===== src/rtl/aligned_pwm_pkg.sv =====
package aligned_pwm_pkg;

  // Strobes from control to datapath, one decision per cycle.
  typedef struct packed {
    logic clr;      // force count to zero
    logic inc;      // count up by one
    logic dec;      // count down by one
    logic load;     // move buffers into active registers
    logic setDown;  // next move is downward
    logic clrDown;  // next move is upward
  } pwm_strobe_t;

endpackage


===== src/rtl/aligned_pwm_ctrl.sv =====
module aligned_pwm_ctrl
  import aligned_pwm_pkg::*;
#(
  parameter int CNT_W = 8
) (
  input  logic             chanEn,
  input  logic             tick,
  input  logic             cntWrEn,
  input  logic             centerMode,
  input  logic [CNT_W-1:0] cnt,
  input  logic [CNT_W-1:0] perAct,
  input  logic             dirDown,
  output pwm_strobe_t      st
);

  localparam logic [CNT_W-1:0] ONE = CNT_W'(1);

  logic [CNT_W:0] cntPlus1;
  logic [CNT_W:0] perWide;

  assign cntPlus1 = {1'b0, cnt} + {{CNT_W{1'b0}}, 1'b1};
  assign perWide  = {1'b0, perAct};

  always_comb begin
    st = '0;
    if (cntWrEn || !chanEn) begin
      // restart or idle: zero, upward, buffers transferred
      st.clr     = 1'b1;
      st.load    = 1'b1;
      st.clrDown = 1'b1;
    end else if (tick) begin
      if (perAct == '0) begin
        st.clr     = 1'b1;
        st.load    = 1'b1;
        st.clrDown = 1'b1;
      end else if (!centerMode) begin
        st.clrDown = 1'b1;
        if (cntPlus1 >= perWide) begin
          st.clr  = 1'b1;        // wrap at period-1, reload
          st.load = 1'b1;
        end else begin
          st.inc = 1'b1;
        end
      end else if (!dirDown) begin
        if (cnt >= perAct) begin
          st.dec     = 1'b1;
          st.setDown = 1'b1;
        end else begin
          st.inc = 1'b1;
          if (cntPlus1 == perWide) st.setDown = 1'b1;  // turnaround
        end
      end else begin
        if (cnt <= ONE) begin
          st.clr     = 1'b1;     // back at zero: new period
          st.load    = 1'b1;
          st.clrDown = 1'b1;
        end else begin
          st.dec = 1'b1;
        end
      end
    end
  end

endmodule


===== src/rtl/aligned_pwm_dp.sv =====
module aligned_pwm_dp
  import aligned_pwm_pkg::*;
#(
  parameter int CNT_W = 8
) (
  input  logic             clk,
  input  logic             rstN,
  input  pwm_strobe_t      st,
  input  logic             perWrEn,
  input  logic [CNT_W-1:0] perWrData,
  input  logic             dutyWrEn,
  input  logic [CNT_W-1:0] dutyWrData,
  input  logic             centerMode,
  input  logic             polHigh,
  input  logic             chanEn,
  output logic [CNT_W-1:0] cnt,
  output logic [CNT_W-1:0] perAct,
  output logic             dirDown,
  output logic             pwmOut
);

  logic [CNT_W-1:0] perBuf, dutyBuf, dutyAct;
  logic [CNT_W-1:0] perNext, dutyNext;
  logic             activeLvl;

  assign perNext  = perWrEn  ? perWrData  : perBuf;
  assign dutyNext = dutyWrEn ? dutyWrData : dutyBuf;

  always_ff @(posedge clk or negedge rstN) begin
    if (!rstN) begin
      perBuf  <= '0;
      dutyBuf <= '0;
      perAct  <= '0;
      dutyAct <= '0;
      cnt     <= '0;
      dirDown <= 1'b0;
    end else begin
      perBuf  <= perNext;
      dutyBuf <= dutyNext;
      if (st.load) begin
        perAct  <= perNext;
        dutyAct <= dutyNext;
      end
      if (st.clr)      cnt <= '0;
      else if (st.inc) cnt <= cnt + CNT_W'(1);
      else if (st.dec) cnt <= cnt - CNT_W'(1);
      if (st.clrDown)      dirDown <= 1'b0;
      else if (st.setDown) dirDown <= 1'b1;
    end
  end

  // Waveform: active (polarity level) in the low part of the count
  always_comb begin
    if (perAct == '0)                activeLvl = 1'b1;
    else if (centerMode && dirDown)  activeLvl = (cnt <= dutyAct);
    else                             activeLvl = (cnt < dutyAct);
  end

  assign pwmOut = (chanEn && activeLvl) ? polHigh : ~polHigh;

  // count never exceeds the active period in either mode
  p_cnt_bound_r3: assert property (@(posedge clk) disable iff (!rstN)
    cnt <= perAct);

  // active period only changes together with a return to zero
  p_reload_at_zero_r5: assert property (@(posedge clk) disable iff (!rstN)
    !$stable(perAct) |-> cnt == '0);

endmodule


===== src/rtl/aligned_pwm_chan.sv =====
module aligned_pwm_chan
  import aligned_pwm_pkg::*;
#(
  parameter int CNT_W = 8
) (
  input  logic             clk,
  input  logic             rstN,
  input  logic             tick,
  input  logic             centerMode,
  input  logic             polHigh,
  input  logic             chanEn,
  input  logic             perWrEn,
  input  logic [CNT_W-1:0] perWrData,
  input  logic             dutyWrEn,
  input  logic [CNT_W-1:0] dutyWrData,
  input  logic             cntWrEn,
  output logic [CNT_W-1:0] cntRd,
  output logic             pwmOut
);

  pwm_strobe_t      st;
  logic [CNT_W-1:0] cnt, perAct;
  logic             dirDown;

  aligned_pwm_ctrl #(.CNT_W(CNT_W)) u_ctrl (
    .chanEn     (chanEn),
    .tick       (tick),
    .cntWrEn    (cntWrEn),
    .centerMode (centerMode),
    .cnt        (cnt),
    .perAct     (perAct),
    .dirDown    (dirDown),
    .st         (st)
  );

  aligned_pwm_dp #(.CNT_W(CNT_W)) u_dp (
    .clk        (clk),
    .rstN       (rstN),
    .st         (st),
    .perWrEn    (perWrEn),
    .perWrData  (perWrData),
    .dutyWrEn   (dutyWrEn),
    .dutyWrData (dutyWrData),
    .centerMode (centerMode),
    .polHigh    (polHigh),
    .chanEn     (chanEn),
    .cnt        (cnt),
    .perAct     (perAct),
    .dirDown    (dirDown),
    .pwmOut     (pwmOut)
  );

  assign cntRd = cnt;

  // a counter write restarts at zero
  p_cntwr_restart_r4: assert property (@(posedge clk) disable iff (!rstN)
    cntWrEn |=> cntRd == '0);

  // a disabled channel holds its count at zero
  p_disable_hold_r9: assert property (@(posedge clk) disable iff (!rstN)
    !chanEn |=> cntRd == '0);

  // without a tick the running count does not move
  p_no_tick_hold_r2: assert property (@(posedge clk) disable iff (!rstN)
    (chanEn && !tick && !cntWrEn) |=> $stable(cntRd));

endmodule


===== config.mk =====
export PLATFORM = sky130hd
export DESIGN_NAME = aligned_pwm_chan
export DESIGN_NICKNAME = d
export VERILOG_FILES = /design/src/rtl/aligned_pwm_pkg.sv /design/src/rtl/aligned_pwm_ctrl.sv /design/src/rtl/aligned_pwm_dp.sv /design/src/rtl/aligned_pwm_chan.sv
export SDC_FILE = /design/constraint.sdc
export NUM_CORES = 1
export LEC_CHECK = 0
export BUFFER_PORTS_ARGS = -buffer_cell sky130_fd_sc_hd__buf_2
export CORE_MARGIN = 3
export CORE_UTILIZATION = 60
export CTS_CLUSTER_DIAMETER = 50
export DETAILED_ROUTE_END_ITERATION = 6
export PLACE_DENSITY = 0.81
export SLEW_MARGIN = 20
export SYNTH_ARGS = -nofsm -noshare
export SYNTH_HDL_FRONTEND = slang
export SYNTH_HIERARCHICAL = 1
export SYNTH_SLANG_ARGS = --single-unit
export TNS_END_PERCENT = 20

===== constraint.sdc =====
create_clock -name clk -period 9.7 [get_ports clk]
set_input_delay 2.425 -clock clk [delete_from_list [all_inputs] [get_ports clk]]
set_output_delay 2.425 -clock clk [all_outputs]
set_load 0.03 [all_outputs]

==> impl_metrics.env <==
export IMPL_met2_track_usage_gr_pct=39.48
export IMPL_drv_max_cap_violation_count=0
export IMPL_drt_pass1_iterations=5
export IMPL_layout_commonest_cell="dfrtp_1"
export IMPL_synthesis_nets=327
export IMPL_busiest_layer="met2"
export IMPL_peakVddDrop_v=0.00008214
export IMPL_die_x_um=72.98
export IMPL_outcome="finished, final reports clean"
export IMPL_report_final_slew_viol_count=0
export IMPL_yosys_area_top_type="dfrtp_1"
export IMPL_cts_htree_levels=2
export IMPL_rows=23
export IMPL_dr_first_iter_drc_count=118
export IMPL_drt_wl_total_mm=5.503
export IMPL_max_slew_margin_rel_pct=41.32
export IMPL_drive_gt1_share_pct=24.42
export IMPL_tritoncts="yes"
export IMPL_synth_sequential_area_ratio_pct=38.12
export IMPL_path_clk_slew_ns=0.08
export IMPL_route_detailed_drc=0
export IMPL_rr_worst_depth=17
export IMPL_critPathMostFrequentCell="buf_2"
export IMPL_grt_overflow_total=0
export IMPL_final_core_occ_pct=72.20
export IMPL_clock_fmax_ghz=0.1678
export IMPL_routedWlPerCell_um=15.59
export IMPL_post_cts_buffers=0
export IMPL_cp_max_delay_cell="or3b_2"
export IMPL_cts_sinks=41
export IMPL_cp_start_kind="input pin"
export IMPL_timing_critical_path_to_type="primary output"
export IMPL_final_nets=361
export IMPL_whs_endpoint="u_dp/perBuf[3]$_DFF_PN0_"
export IMPL_syn_area_per_cell_um2=10.04
export IMPL_synth_area_top_cells="dfrtp_1, ha_1, mux2_2"
export IMPL_cts_made_buffers=5
export IMPL_power_leakage_nw=1.474
export IMPL_place_detailed_instances=345
export IMPL_hp_start="u_dp/perBuf[3]$_DFF_PN0_"
export IMPL_detailroute_via_count=2098
export IMPL_final_cell_area_um2=3013
export IMPL_finalWeightedCongestion=0.9146
export IMPL_timing_clock_skew_ns=0.001317
export IMPL_postSynthRegisterBits=41
export IMPL_io_pin_count=34
export IMPL_synth_edff_count=0
export IMPL_synthDistinctLibCells=49
export IMPL_setup_tns_ns=0
export IMPL_crit_buf_inv=2
export IMPL_area_share_of_the_leading_cell_type_in_the_synthesized_netlist_pct=38.12
export IMPL_route_detailed_vias_per_inst=5.943
export IMPL_globalRouteMet3Util_pct=5.096
export IMPL_area_growth_synth_to_final_pct=11.95
export IMPL_synthesis_instances=268
export IMPL_clockRootBuffer="clkbuf_8"
export IMPL_timing_critical_path_arrival_ns=3.53
export IMPL_worstSkewPairLatency_ns=0.29
export IMPL_floorplan_die_height_um=72.98
export IMPL_grt_first_pass_wirelength_mm=9.308
export IMPL_critical_path_reg2reg_startpoint="u_dp/cnt[1]$_DFFE_PN0P_"
export IMPL_antenna_found_initial=0
export IMPL_worst_r2r_endpoint="u_dp/cnt[7]$_DFFE_PN0P_"
export IMPL_synth_flop_cell="dfrtp_1"
export IMPL_hold_buffers=0
export IMPL_grt_max_degree=42
export IMPL_worstSetupPathType="in -> out"
export IMPL_timing_hold_worst_path_depth=1
export IMPL_tightest_slew_ns=0.8803
export IMPL_power_mw=0.4307
export IMPL_cpPeakStageDelay_ns=0.45
export IMPL_min_delay_path_class="reg -> reg"
export IMPL_finalCriticalPeriod_ns=5.960
export IMPL_timing_final_crit_share_pct=61.44
export IMPL_hold_viol_final=0
export IMPL_power_dens_cells_nw_per_um2=143.0
export IMPL_ctsLongestPathBuffers=2
export IMPL_postSynth_asyncResetShare_pct=100.0
export IMPL_first_global_vias=2125
export IMPL_path_cells="buf_2, nor2b_1, or3b_2, and3_1, buf_2"
export IMPL_placed_area_um2=2897
export IMPL_critical_path_top_delay_family="simple AND/OR/NAND/NOR gates"
export IMPL_grt_use_total_pct=22.53
export IMPL_grt_util_met1_pct=27.45
export IMPL_worstPathMaxFanout=3
export IMPL_ys_warnings_count=6
export IMPL_layout_cells_non_filler=353
export IMPL_critPathRequiredTime_ns=7.28
export IMPL_fp_coreArea_um2=4173
export IMPL_port_buffers=33
export IMPL_setup_violations_final=0
export IMPL_antenna_left=0
export IMPL_timing_reg2reg_setup_slack_ns=5.13
export IMPL_dpl_hpwl_mm=4.068
export IMPL_diodes_inserted=0
export IMPL_grt_setup_unrepaired="no"
export IMPL_syn_area_um2=2691
export IMPL_floorplan_initialDensity_pct=64.50
export IMPL_most_common_layout_cells="dfrtp_1, buf_2, ha_1"
export IMPL_cts_repair_resize_count=0
export IMPL_die_area_um2=5325
## flip-flops by register name, indices dropped and copies added, names as in the netlist
name / cells
u_dp/dutyAct: 8
u_dp/dirDown: 1
u_dp/perBuf: 8
u_dp/dutyBuf: 8
u_dp/perAct: 8
u_dp/cnt: 8
## cell families after synthesis
| family | Yosys count | synth area share, % |
|---|---|---|
| flip-flops | 41 | 38.12 |
| buffers and inverters | 30 | 4.324 |
| AO/OA/AOI/OAI | 54 | 12.74 |
| multiplexers | 26 | 10.83 |
| adder cells (fa/ha/maj) | 34 | 16.09 |
| AND/OR/NAND/NOR | 73 | 14.64 |
| XOR/XNOR | 10 | 3.254 |
## cells in the mapped netlist, types with 2 or more instances
library cell	n
clkbuf_1	6
nor4_1	4
dfrtp_1	41
nand4_1	4
nor3_1	3
a21oi_1	16
nor4b_1	2
nand3_1	8
a31oi_1	4
and3_1	4
inv_1	23
xor2_1	5
nand2_1	17
a21o_1	2
xnor2_1	5
nor2b_1	4
a211oi_1	2
mux2_2	25
nor2_1	13
nand4b_1	3
or3_1	2
nand2b_1	3
o21ai_0	14
ha_1	33
## report_power, final
| part | switching, mW | internal [mW] |
|---|---|---|
| clock | 0.0583 | 0.0839 |
| sequential | 0.0124 | 0.188 |
| combinational | 0.0486 | 0.0391 |
| total | 0.119 | 0.311 |
## metrics by stage
stage | hold WS, ns | worst slack [ns]
finish | 0.4970 | 3.740
global placement | 0.4776 | 3.776
CTS | 0.4990 | 3.743
global route | 0.5058 | 3.696
floorplan | 0.4681 | 3.981
detailed placement | 0.4821 | 3.745
## final cells by class
class / instances / area (um2)
Inverter: 23 / 86.33
Timing Repair Buffer: 34 / 172.7
Fill cell: 318 / 1160
Sequential cell: 41 / 1026
Clock buffer: 7 / 86.33
Multi-Input combinational cell: 197 / 1549
Tap cell: 50 / 62.56
Clock inverter: 1 / 30.03
## layer usage
metal / share of wire, % / routed length [um]
met1: 45 / 2461
met2: 48 / 2639
met3: 6.0 / 330
met4: 1.3 / 72
met5: 0 / 0
## worst max-delay path by stage
| stage | from | end | slack [ns] | depth (start not counted) |
|---|---|---|---|---|
| after floorplan | chanEn | pwmOut | 3.98 | 3 |
| after global placement | chanEn | pwmOut | 3.78 | 5 |
| after detailed placement | chanEn | pwmOut | 3.74 | 5 |
| after CTS | chanEn | pwmOut | 3.74 | 5 |
| after global routing | chanEn | pwmOut | 3.70 | 5 |
| final | chanEn | pwmOut | 3.74 | 5 |
No activity file was read; power rests on OpenSTA's default activity.
